`config.mk`:
```
export PLATFORM = sky130hd
export DESIGN_NAME = exc_entry_seq
export DESIGN_NICKNAME = d
export VERILOG_FILES = /design/src/rtl/exc_entry_pkg.sv /design/src/rtl/exc_arbiter.sv /design/src/rtl/exc_ctrl.sv /design/src/rtl/exc_entry_seq.sv
export SDC_FILE = /design/constraint.sdc
export NUM_CORES = 1
export LEC_CHECK = 0
export BUFFER_PORTS_ARGS = -buffer_cell sky130_fd_sc_hd__buf_2
export CAP_MARGIN = 20
export CORE_ASPECT_RATIO = 2
export CORE_MARGIN = 1.5
export CORE_UTILIZATION = 28
export CTS_CLUSTER_DIAMETER = 150
export DETAILED_ROUTE_END_ITERATION = 10
export PLACE_DENSITY_LB_ADDON = 0.05
export SLEW_MARGIN = 20
export SYNTH_ARGS = -nofsm -noshare
export SYNTH_HDL_FRONTEND = slang
export SYNTH_HIERARCHICAL = 1
export SYNTH_SLANG_ARGS = --single-unit
```
`constraint.sdc`:
```
create_clock -name clk -period 2.55 [get_ports clk]
set_clock_uncertainty 0.2 [all_clocks]
set_input_delay 0.3825 -clock clk [delete_from_list [all_inputs] [get_ports clk]]
set_output_delay 0.3825 -clock clk [all_outputs]
set_load 0.02 [all_outputs]
```
`src/rtl/exc_entry_pkg.sv`:
```
package exc_entry_pkg;
  localparam int XLEN  = 32;
  localparam int VEC_W = 8;
  localparam int NSRC  = 4;

  typedef enum logic [2:0] {
    ST_IDLE, ST_SAVE, ST_SHIFT, ST_FETCH, ST_DONE
  } seq_state_t;

  // Source index doubles as priority: higher index wins.
  localparam int SRC_IRQ = 0;
  localparam int SRC_NMI = 1;
  localparam int SRC_BRK = 2;
  localparam int SRC_BUS = 3;

  // Mode-flag push: top two bits kept, rest moved up by ten, low ten cleared.
  function automatic logic [XLEN-1:0] push_status(input logic [XLEN-1:0] s);
    logic [XLEN-1:0] t;
    t = (s & 32'hC000_0000) | ((s << 12) >> 2);
    return t & ~32'h0000_03FF;
  endfunction

  function automatic logic [XLEN-1:0] info_word(input logic [VEC_W-1:0] v);
    return {16'h0000, v, 8'h00};
  endfunction

  function automatic logic [XLEN-1:0] table_addr(input logic [XLEN-1:0] base,
                                                 input logic [VEC_W-1:0] v);
    return base + ({{(XLEN-VEC_W){1'b0}}, v} << 2);
  endfunction
endpackage

```
`src/rtl/exc_arbiter.sv`:
```
module exc_arbiter #(
  parameter int N = 4
) (
  input  logic [N-1:0] req,
  output logic [N-1:0] grant,
  output logic         hit
);
  always_comb begin
    grant = '0;
    for (int i = 0; i < N; i++) begin
      if (req[i]) begin
        grant    = '0;
        grant[i] = 1'b1;
      end
    end
  end
  assign hit = |req;
endmodule

```
`src/rtl/exc_ctrl.sv`:
```
module exc_ctrl
  import exc_entry_pkg::*;
(
  input  logic       clk,
  input  logic       rst,
  input  logic       start,
  input  logic       mem_valid,
  output seq_state_t state
);
  seq_state_t nxt;

  always_comb begin
    nxt = state;
    unique case (state)
      ST_IDLE:  if (start) nxt = ST_SAVE;
      ST_SAVE:  nxt = ST_SHIFT;
      ST_SHIFT: nxt = ST_FETCH;
      ST_FETCH: if (mem_valid) nxt = ST_DONE;
      ST_DONE:  nxt = ST_IDLE;
      default:  nxt = ST_IDLE;
    endcase
  end

  always_ff @(posedge clk) begin
    if (rst) state <= ST_IDLE;
    else     state <= nxt;
  end
endmodule

```
`src/rtl/exc_entry_seq.sv`:
```
module exc_entry_seq
  import exc_entry_pkg::*;
#(
  parameter int IEN_BIT    = 4,
  parameter int USER_BIT   = 8,
  parameter int NMIEN_BIT  = 9,
  parameter int DSLOT_STEP = 2
) (
  input  logic             clk,
  input  logic             rst,
  input  logic             req_irq,
  input  logic             req_nmi,
  input  logic             req_brk,
  input  logic             req_bus,
  input  logic             irq_lock,
  input  logic [VEC_W-1:0] irq_vec,
  input  logic [VEC_W-1:0] trap_vec,
  input  logic [VEC_W-1:0] fault_vec,
  input  logic [XLEN-1:0]  cur_pc,
  input  logic             in_dslot,
  input  logic [XLEN-1:0]  cur_status,
  input  logic [XLEN-1:0]  cur_sp,
  input  logic [XLEN-1:0]  kern_sp,
  input  logic [XLEN-1:0]  vec_base,
  output logic             mem_req,
  output logic [XLEN-1:0]  mem_addr,
  input  logic             mem_valid,
  input  logic [XLEN-1:0]  mem_rdata,
  output logic [NSRC-1:0]  ack,
  output logic [XLEN-1:0]  ret_addr,
  output logic             erp_we,
  output logic             nrp_we,
  output logic [XLEN-1:0]  exc_info,
  output logic             exc_info_we,
  output logic             dslot_clr,
  output logic             stack_we,
  output logic [XLEN-1:0]  usp_out,
  output logic [XLEN-1:0]  sp_out,
  output logic [XLEN-1:0]  status_out,
  output logic             status_we,
  output logic [XLEN-1:0]  pc_out,
  output logic             pc_we,
  output logic             done,
  output logic             recursive_fault
);
  localparam logic [XLEN-1:0] DS_STEP  = XLEN'(DSLOT_STEP);
  localparam logic [XLEN-1:0] NMI_MASK = XLEN'(1) << NMIEN_BIT;

  seq_state_t      state;
  logic [NSRC-1:0] req_vec, elig, grant;
  logic            hit, busy, accept;

  // Captured context
  logic [NSRC-1:0]  src_q;
  logic [VEC_W-1:0] vec_q, vec_sel;
  logic [XLEN-1:0]  pc_q, stat_q, sp_q, ksp_q, base_q, fetch_q;
  logic             ds_q;

  assign req_vec = {req_bus, req_brk, req_nmi, req_irq};
  assign elig    = {1'b1, 1'b1, cur_status[NMIEN_BIT],
                    cur_status[IEN_BIT] & ~irq_lock};

  exc_arbiter #(.N(NSRC)) u_arb (
    .req   (req_vec & elig),
    .grant (grant),
    .hit   (hit)
  );

  exc_ctrl u_ctrl (
    .clk       (clk),
    .rst       (rst),
    .start     (hit),
    .mem_valid (mem_valid),
    .state     (state)
  );

  assign busy   = (state != ST_IDLE);
  assign accept = hit && !busy;

  always_comb begin
    vec_sel = '0;
    if (grant[SRC_BUS])      vec_sel = fault_vec;
    else if (grant[SRC_BRK]) vec_sel = trap_vec;
    else if (grant[SRC_IRQ]) vec_sel = irq_vec;
  end

  always_ff @(posedge clk) begin
    if (rst) begin
      src_q  <= '0;
      vec_q  <= '0;
      pc_q   <= '0;
      stat_q <= '0;
      sp_q   <= '0;
      ksp_q  <= '0;
      base_q <= '0;
      ds_q   <= 1'b0;
    end else if (accept) begin
      src_q  <= grant;
      vec_q  <= vec_sel;
      pc_q   <= cur_pc;
      stat_q <= cur_status;
      sp_q   <= cur_sp;
      ksp_q  <= kern_sp;
      base_q <= vec_base;
      ds_q   <= in_dslot;
    end
  end

  always_ff @(posedge clk) begin
    if (rst)                                  fetch_q <= '0;
    else if (state == ST_FETCH && mem_valid)  fetch_q <= mem_rdata;
  end

  always_ff @(posedge clk) begin
    if (rst)                                recursive_fault <= 1'b0;
    else if (busy && src_q[SRC_BUS] && req_bus) recursive_fault <= 1'b1;
  end

  logic in_save, in_shift;
  assign in_save  = (state == ST_SAVE);
  assign in_shift = (state == ST_SHIFT);

  assign ack         = in_save ? src_q : '0;
  assign ret_addr    = pc_q - (ds_q ? DS_STEP : '0);
  assign erp_we      = in_save & ~src_q[SRC_NMI];
  assign nrp_we      = in_save &  src_q[SRC_NMI];
  assign exc_info    = info_word(vec_q);
  assign exc_info_we = in_save;
  assign dslot_clr   = in_save & ds_q;

  assign status_we  = in_shift;
  assign status_out = push_status(src_q[SRC_NMI] ? (stat_q & ~NMI_MASK) : stat_q);
  assign stack_we   = in_shift & stat_q[USER_BIT];
  assign usp_out    = sp_q;
  assign sp_out     = ksp_q;

  assign mem_req  = (state == ST_FETCH);
  assign mem_addr = table_addr(base_q, vec_q);

  assign pc_we  = (state == ST_DONE);
  assign done   = (state == ST_DONE);
  assign pc_out = fetch_q;
endmodule

```
==> flow_metrics.py <==
metrics = {
    "clocking": {
        "clk_latency_ns": 0.44,
        "cts-root-buf": "clkbuf_16",
        "numCtsBuffers": 17,
        "path_clk_slew_ns": 0.07,
        "cts_tree": "yes",
        "ctsLongestPathBuffers": 2,
        "htreeDepth": 4,
        "cts_sinks": 199,
    },
    "logic_synthesis": {
        "synth_top_area_share_pct": 44.8,
        "yosysWarnings": 6,
        "synth_edf_count": 0,
        "ys_types": 49,
        "synth-seq-cells": 199,
        "synth_cells": 1167,
        "syn_avg_cell_area_um2": 7.62,
        "yosysSeqAreaShare_pct": 44.8,
        "synth_top_cell_by_area": "dfxtp_1",
        "async_flop_share_pct": 0,
        "synthFlopType": "dfxtp_1",
        "syn_area_um2": 8890,
        "synth.area.top_cells": "dfxtp_1 (45%), nand2_1 (18%), a21oi_1 (11%)",
    },
    "route": {
        "drtIter0Drc": 328,
        "drtPass1Iterations": 8,
        "vias": 9776,
        "vias_per_cell": 4.44,
        "remaining_drc_errors": 0,
        "wl_per_cell_um": 15.6,
        "antenna_left": 0,
        "drt_wl_total_um": 34300,
    },
    "sta": {
        "setup-violations-final": 51,
        "hold_violations": 0,
        "rsz0062_at_grt": "true",
        "worstMarginPinSlew_ns": 0.606,
        "finalCriticalPeriod_ns": 3.14,
        "fmax_ghz": 0.319,
        "whs_ns": 0.0369,
        "setup_ws_ns": -0.585,
        "slew_headroom_pct": 59.6,
        "drv_slew": 0,
        "period_share_pct": 123,
    },
    "power": {
        "p_leak_uw": 0.00697,
        "peakVddDrop_v": 0.000458,
        "p_total_uw": 8890,
        "power_density_nw_per_um2": 591,
    },
    "placement": {
        "dp_cells": 1972,
        "port_buffers": 418,
        "place.detailed.hpwl_um": 24100,
        "place_area_um2": 11700,
        "gp_congestion": 0.774,
    },
    "floorplanning": {
        "fp.coreArea_um2": 31400,
        "row_count": 92,
        "boundaryPins": 463,
        "die_h_um": 255,
        "die_x_um": 129,
        "die_area_um2": 32900,
        "initial_core_util_pct": 28.3,
    },
    "worst_setup_path": {
        "end_kind": "output port",
        "cp_common_cell": "buf_4",
        "startpoint_type": "flip-flop",
        "required_ns": 1.97,
        "cpPeakStageDelay_ns": 0.48,
        "worst_path_max_delay_cell": "or4b_4",
        "critPathMaxFanout": 3,
        "path_class": "reg -> out",
        "cp.arrival_ns": 2.55,
        "worstPathCellList": "inv_2 -> ha_4 -> or4b_4 -> nor4_4 -> buf_4 -> nand2_2 -> or3_4 -> xnor2_2 -> buf_4",
    },
    "final_layout": {
        "multi_input_area_um2": 5080,
        "instances_no_fill": 2200,
        "final_cell_area_um2": 15100,
        "syn2layout_area_growth_pct": 69.4,
        "regArea_um2": 4010,
        "drive_above_1_share_pct": 36.2,
        "fillers": 3243,
        "nNetsFinal": 1999,
    },
    "grt": {
        "first_global_vias": 9429,
        "gr-total-overflow": 0,
        "grt_usage_pct": 20.3,
        "grt_first_pass_wirelength_um": 51100,
        "grt_max_degree": 116,
        "grt_antenna_before_repair": 0,
    },
    "run": {
        "timing.max_cap.violations": 0,
    },
    "outcome": {
        "status": "finished, violations left",
        "violations": "setup timing",
    },
    "worst_hold_path": {
        "worstHoldPathType": "in -> reg",
    },
}
metal layers:
| layer | vias to the layer above | wire length, um | track usage [%] |
|---|---|---|---|
| met5 | - | 0 | 0 |
| met4 | 0 | 879 | 7.51 |
| met3 | 43 | 1560 | 4.26 |
| met2 | 295 | 18900 | 38.6 |
| met1 | 4551 | 12900 | 21.5 |
| li1 | 4887 | - | - |
power by group:
group / total [uW] / switching, uW / internal, uW
combinational: 2580 / 1480 / 1090
sequential: 3580 / 208 / 3370
clock: 2740 / 1330 / 1410
worst paths after layout:
check                  startpoint      endpoint  slack, ns  depth (start not counted)
setup reg to reg  u_ctrl/state[2]    base_q[18]       0.60                          6
hold / removal            req_bus      src_q[1]       0.04                          4
setup / recovery          pc_q[1]  ret_addr[14]      -0.59                          9
hold reg to reg       usp_out[29]   usp_out[29]       0.25                          2
Yosys cell counts (4+ instances only):
| master | instances |
|---|---|
| a21oi_1 | 203 |
| a22oi_1 | 8 |
| and2_1 | 11 |
| and3_1 | 5 |
| buf_2 | 7 |
| buf_4 | 61 |
| clkbuf_1 | 61 |
| dfxtp_1 | 199 |
| ha_1 | 10 |
| inv_1 | 10 |
| nand2_1 | 423 |
| nand2b_1 | 4 |
| nand3_1 | 5 |
| nand4_1 | 7 |
| nor2_1 | 18 |
| nor2b_1 | 6 |
| nor3_1 | 16 |
| nor3b_1 | 5 |
| nor4_2 | 5 |
| o21ai_0 | 12 |
| xnor2_1 | 24 |
| xor2_1 | 31 |
stage by stage:
stage | utilization, % | setup TNS, ns | worst slack, ns
global route | 47.9 | -23.85 | -0.677
floorplan | - | -0.403 | -0.115
finish | 47.9 | -17.55 | -0.585
detailed placement | 37.2 | -2.40 | -0.146
global placement | 37.2 | -2.06 | -0.156
CTS | 47.3 | -18.87 | -0.558
kinds of logic after synthesis:
| group | Yosys count | share of synthesized area, % |
|---|---|---|
| compound gates | 232 | 13.5 |
| flops | 199 | 44.8 |
| other cells | 1 | 0.0422 |
| fa+ha+maj | 11 | 1.63 |
| simple gates | 528 | 25.9 |
| buf+inv | 141 | 8.63 |
| xor+xnor | 55 | 5.42 |
cells in the final DEF, fill, tap and decap left out, drive strengths merged, types with 8 or more instances in the layout:
cell         synthesis  layout
a21oi              203     203
a22oi                8       8
and2                11      11
buf                 70     490
clkbuf              61      19
conb                 1      34
dfxtp              199     199
dlygate4sd3          0     183
ha                  10      10
inv                 10      15
nand2              424     424
nand4                8       8
nor2                18      18
nor3                16      16
nor4                 9       9
o21ai               13      14
xnor2               24      24
xor2                31      31
state kept, by name, summed over array words and instances, names as in the netlist, 3 cells and up:
| signal | count |
|---|---|
| pc_q | 32 |
| pc_out | 32 |
| base_q | 32 |
| u_ctrl/state | 3 |
| src_q | 4 |
| usp_out | 32 |
| sp_out | 32 |
| vec_q | 8 |
| stat_q | 22 |
worst max-delay path, delay by kind of cell (launching register included):
family                     cells  cell delay (ns)
buffers and inverters          3             0.40
xor gates and xnor gates       1             0.14
adders and majority gates      1             0.13
and+or+nand+nor                4             1.11
DFF                            1             0.32
timing repair:
action                     4_1_cts  5_1_grt
pin swaps                       41       32
hold buffers                   183        0
setup buffers                    6        9
setup endpoints to repair       53       53
resized for setup              144       46
hold endpoints to repair       183        0
cloned                           3        0
final cells by class:
cell class	instances	share of cell area [%]
clock buffers	19	2.94
repair buffers	673	32.0
flip-flops and latches	199	26.6
well taps	423	3.52
clock inverters	13	0.914
multi-input cells	862	33.7
inverters	10	0.249
diodes	1	0.0166
(Power assumes the default switching activity.)
